[src/rtl/par_serializer.sv]
module par_serializer #(
  parameter int W        = 10,
  parameter int CAP_SLOT = 1
) (
  input  logic                       clk,
  input  logic                       rst_n,
  input  logic [$clog2(W+1)-1:0]     width,
  input  logic [W-1:0]               par_in,
  output logic                       ser_out,
  output logic                       frame_end,
  output logic                       cfg_err
);
  localparam int CW = $clog2(W+1);

  logic          legal;
  logic [CW-1:0] eff;
  logic [CW-1:0] slot;
  logic [W-1:0]  hold_q;
  logic [W-1:0]  shift_q;

  assign legal = (width == CW'(4)) || (width == CW'(6)) || (width == CW'(7)) ||
                 (width == CW'(8)) || (width == CW'(10));
  assign eff       = legal ? width : CW'(W);
  assign frame_end = (slot == eff - 1'b1);
  assign ser_out   = shift_q[W-1];

  always_ff @(posedge clk) begin
    if (!rst_n) begin
      slot    <= '0;
      hold_q  <= '0;
      shift_q <= '0;
      cfg_err <= 1'b0;
    end else begin
      slot    <= frame_end ? '0 : slot + 1'b1;
      cfg_err <= cfg_err | ~legal;
      if (slot == CW'(CAP_SLOT))
        hold_q <= par_in;
      if (frame_end)
        shift_q <= hold_q << (W - int'(eff));
      else
        shift_q <= shift_q << 1;
    end
  end
endmodule

[config.mk]
export PLATFORM = sky130hd
export DESIGN_NAME = par_serializer
export DESIGN_NICKNAME = d
export VERILOG_FILES = /design/src/rtl/par_serializer.sv
export SDC_FILE = /design/constraint.sdc
export NUM_CORES = 1
export LEC_CHECK = 0
export ABC_AREA = 0
export BUFFER_PORTS_ARGS = -buffer_cell sky130_fd_sc_hd__buf_2
export CAP_MARGIN = 20
export CORE_AREA = 2 2 54 56
export CTS_CLUSTER_DIAMETER = 100
export CTS_CLUSTER_SIZE = 14
export DETAILED_ROUTE_END_ITERATION = 8
export DIE_AREA = 0 0 56 58
export PLACE_DENSITY_LB_ADDON = 0.05
export SYNTH_ARGS = -nofsm -noshare
export SYNTH_HDL_FRONTEND = slang
export SYNTH_SLANG_ARGS = --single-unit
[constraint.sdc]
create_clock -name clk -period 3 [get_ports clk]
set_clock_uncertainty 0.05 [all_clocks]
set_input_delay 0 -clock clk [delete_from_list [all_inputs] [get_ports clk]]
set_output_delay 0 -clock clk [all_outputs]
set_load 0.02 [all_outputs]
**Word-level counts from Yosys, hierarchy flattened**

Cells that the tools add are included.

- Bitwise logic cells: 3
- Divide/modulo/power cells: 0
- Shift-type cells: 1
- $add $sub $neg: 3
- Reduce and logical (&&, ||, !) cells: 6
- Equal/unequal tests: 7
- Multipliers: 0
- Muxes and demuxes: 2
- Order comparisons: 0

Operators by type and width:

| cell | number |
|---|---|
| $shl 10x32->10 | 1 |
| $eq 4x3->1 const B | 3 |
| $mux 10 | 1 |
| $eq 4x4->1 const B | 2 |
| $sub 4x4->5 const A | 1 |
| $add 4x1->4 const B | 1 |
| $eq 4x1->1 const B | 1 |
| $eq 4x4->1 | 1 |
| $logic_or 1x1->1 | 4 |
| $mux 4 | 1 |
| $sub 4x1->4 const B | 1 |
| $not 1->1 | 2 |
| $reduce_and 2->1 | 1 |
| $reduce_or 2->1 | 1 |
| $or 1x1->1 | 1 |

- Memory bits (read-only): 0
- Memories: 0
- Memory bits (writable): 0
- Latch bits: 0
- Bits of input ports: 16
- Bits in registers: 25
- Output and inout bits: 3

**Depth between registers and ports, before layout**

- Word-level depth: 9
- Mapped depth: 11

**Least setup slack after synthesis**

Ideal clock, no wire load.

- Kind: in2reg
- Start: in width[3]
- End: reg shift_q[8]
- Stages: 10
- Path buffers: 3
- Data arrival time: 2.174 ns
- Data required time: 2.862 ns
- Setup slack: 0.688 ns
- Path through: and4b_1 -> buf_6 -> inv_4 -> buf_2 -> ha_1 -> xor2_1 -> nand4_2 -> or4_4 -> buf_6 -> o32ai_2

- Cells in the longest elaborated chain, start to end: 9

Ends and longest elaborated chain:

| element | line | RTL |
|---|---|---|
| start: declaration | 7 | `input logic [$clog2(W+1)-1:0] width,` |
| $eq 4x3->1 | 21 | `assign legal = (width == CW'(4)) \|\| (width == CW'(6)) \|\| (width == CW'(7)) \|\|` |
| $logic_or 1x1->1 (3 in series) | 21 |  |
| $logic_or 1x1->1 | 22 | `(width == CW'(8)) \|\| (width == CW'(10));` |
| $mux 4 (*) | 23 | `assign eff = legal ? width : CW'(W);` |
| $sub 4x4->5 / $sub 4x1->4 (equally long branches) | 39, 24 |  |
| $shl 10x32->10 / $eq 4x4->1 (equally long branches) | 39, 24 |  |
| $mux 10 (*) | 38 | `if (frame_end)` |
| end signal: assignment | 39 | `shift_q <= hold_q << (W - int'(eff));` |
| end signal: assignment | 41 | `shift_q <= shift_q << 1;` |
| end: declaration | 19 | `logic [W-1:0] shift_q;` |

Mark *: on every way between the ends. The rest lies on a longest branch, timed or not.
A chain may end at the register's enable or synchronous reset.

**Worst setup path after layout**

Ends and elaborated chain as after synthesis.

==> flow_summary.toml <==
[global_routing]
grt_pass1_vias = 1126
grt_max_degree = 17
grt_pass1_wl_um = 5240
antenna_found_initial = 0
grt_usage_pct = 20.2
grt_remaining_overflow = 0

[clock_network]
clk_latency_ns = 0.31
cts_setup_buffers = 0
cts_tree = "built"
cts-resized-gates = 0
path_clk_slew_ns = 0.12
root_buffer = "clkbuf_4"
clockBufferDepth = 2
h-tree-depth = 1
holdBufCountCts = 11
cts-buffers-inserted = 3
clock-sinks = 25

[layout]
n_fill_cell = 235
layout-drive-gt1-share_pct = 18.9
syn_to_final_growth_pct = 18.4
final_cells = 216
fin_nets = 206
diodes = 0

[sta]
tns_ns = 0
fmax_ghz = 0.476
worst_slew_pin_slew_ns = 0.654
maxSlewViolCount = 0
setup_viol = 0
slew_headroom_pct = 56.3
rsz0062_at_grt = "false"
period_share_pct = 70.0
hold_viol_final = 0
finalCriticalPeriod_ns = 2.10

[setup_path]
worst-r2r-cell-count = 5
cp.required_ns = 3.19
critPathKind = "in2reg"
timing.rr.start = "slot[2]"
cp_max_fo = 16
rrSetupSlack_ns = 1.12
endpoint_kind = "flip-flop"
start_kind = "primary input"
arrival_ns = 2.29
r2r-end = "shift_q[8]"

[placement]
gp_congestion = 0.863
io_buffers = 18
dp.cells = 201
hpwl_um = 2230

[floorplan]
die_h_um = 58
die_x_um = 56
die_area_um2 = 3250
core-area_um2 = 2660
initial_core_util_pct = 53.2
io_pins = 19
fp-row-count = 19

[yosys]
synth-seq-area-share_pct = 35.3
yosys_warnings = 0
syn_nets = 174
ys_seq_elements = 25
synth_area_um2 = 1420
synth_cells = 154
ys_types = 39
syn_area_per_cell_um2 = 9.21

[hold_path]
min_path_cells = 3
hold_start = "width[0]"
min-delay-path-class = "in2reg"
min_to = "cfg_err"

[route]
dr_total_vias = 1203
vias_per_cell = 5.57
first_pass_iters = 4
detail_route.wl_per_cell_um = 14.0
ant_nets = 0
drt-total-wl_um = 3020
drt-initial-drc-count = 41
drc = 0

[run]
drv_cap = 0

[pwr]
power.leakage_uw = 0.000677
p_per_area_nw_per_um2 = 410
peakVddDrop_uv = 354

[outcome]
outcome = "complete, no violations"
-- cell usage in the layout, fill, tap and decap left out, types with 2 or more instances in the layout --
cell type      count
clkbuf_4           3
nor3_1             2
buf_4              4
mux2i_1           15
xnor2_1            2
o21ai_0            5
dlygate4sd3_1     11
nand3_1            6
inv_1             11
and4_1             3
xor2_1             4
nor2_1            18
mux4_2             4
a22oi_1            2
buf_2             18
dfxtp_1           25
nor2b_1            2
o22ai_1            6
ha_1               4
nand2_1           11
a21oi_1            7
nand2b_1           2
o21ai_1            2
-- layer usage --
| layer | up-vias | wire, µm | GRT usage [%] |
|---|---|---|---|
| met1 | 557 | 1410 | 26.4 |
| met3 | 4 | 131 | 5.13 |
| met5 | - | 0 | 0 |
| met4 | 0 | 31 | 3.74 |
| li1 | 614 | - | - |
| met2 | 28 | 1450 | 34.6 |
-- synthesized netlist by cell type --
library cell,count,area share (%)
o32ai_2,1,1.1
nand2b_1,2,0.88
nand2_1,11,2.9
nor4b_1,1,0.62
xnor2_4,1,1.9
nor2b_1,2,0.88
o21ai_1,2,0.71
nor3_1,2,0.71
nand3_1,6,2.1
nand4_1,1,0.44
or2b_1,1,0.53
and4b_1,1,0.71
and4_1,3,1.9
a22oi_1,2,1.1
or3_1,1,0.44
a311oi_1,1,0.62
nor2_1,18,4.8
clkbuf_1,3,0.79
mux4_2,4,6.4
xor2_1,4,2.5
inv_1,11,2.9
a32oi_1,1,0.62
buf_6,2,1.6
xnor2_1,2,1.2
nor3b_1,1,0.53
dfxtp_1,25,35
or4_4,1,0.79
a21boi_0,1,0.53
a41oi_1,1,0.62
ha_1,4,3.5
o22ai_1,6,2.6
buf_2,1,0.35
a32o_1,1,0.71
a211oi_1,1,0.53
nand4_2,1,0.88
inv_4,1,0.44
mux2i_1,15,11
a21oi_1,7,2.5
o21ai_0,5,1.8
-- flip-flops by register name (all words and copies together), names as in the netlist --
| register | flops |
|---|---|
| cfg_err | 1 |
| hold_q | 10 |
| slot | 4 |
| shift_q | 10 |
-- kinds of logic after synthesis --
family	after synthesis	synth area share, %
AND/OR/NAND/NOR	52	19.1
adder cells (fa/ha/maj)	4	3.53
buffers and inverters	18	6.09
AO/OA/AOI/OAI	29	13.4
flip-flops	25	35.3
XOR/XNOR	7	5.65
multiplexers	19	16.9
-- layout make-up --
class | count | area [µm²] | share of cell area (%)
flip-flops and latches | 25 | 500 | 29.8
repair buffers | 33 | 230 | 13.7
inverters | 12 | 47.5 | 2.83
well taps | 31 | 38.8 | 2.31
multi-input cells | 111 | 836 | 49.8
clock buffers | 4 | 26.3 | 1.56
-- where the power goes --
group          total [µW]  internal [µW]  leakage (µW)  switching (µW)
Clock                 144           52.0     0.0000150            92.5
Combinational         170           84.3      0.000458            85.6
Sequential            373            351      0.000204            22.1
-- how the worst max path moves through the flow --
stage	start	to
2_1_floorplan	width[3]	shift_q[8]
3_3_place_gp	width[3]	shift_q[8]
3_5_place_dp	width[3]	shift_q[8]
4_1_cts	width[3]	shift_q[8]
5_1_grt	width[3]	shift_q[8]
6_report	width[3]	shift_q[8]
-- critical path, stage by stage --
cell     delay, ns
buf_2         0.12
and4b_1       0.41
inv_4         0.16
ha_1          0.33
xor2_1        0.25
nand4_2       0.17
or4_4         0.58
o32ai_2       0.26
-- stage by stage --
| stage | utilization, % | power [µW] | hold slack, ns | area, µm² | worst slack [ns] |
|---|---|---|---|---|---|
| after detailed placement | 57.9 | 538 | 0.185 | 1540 | 0.587 |
| after floorplan | - | 492 | 0.0886 | 1420 | 0.688 |
| final | 63.1 | 688 | 0.0393 | 1680 | 0.900 |
| after global routing | 63.1 | 729 | 0.0984 | 1680 | 0.778 |
| after CTS | 63.1 | 693 | 0.0291 | 1680 | 0.918 |
| after global placement | 57.9 | 534 | 0.171 | 1540 | 0.655 |
Power figures use the tool's default switching activity.
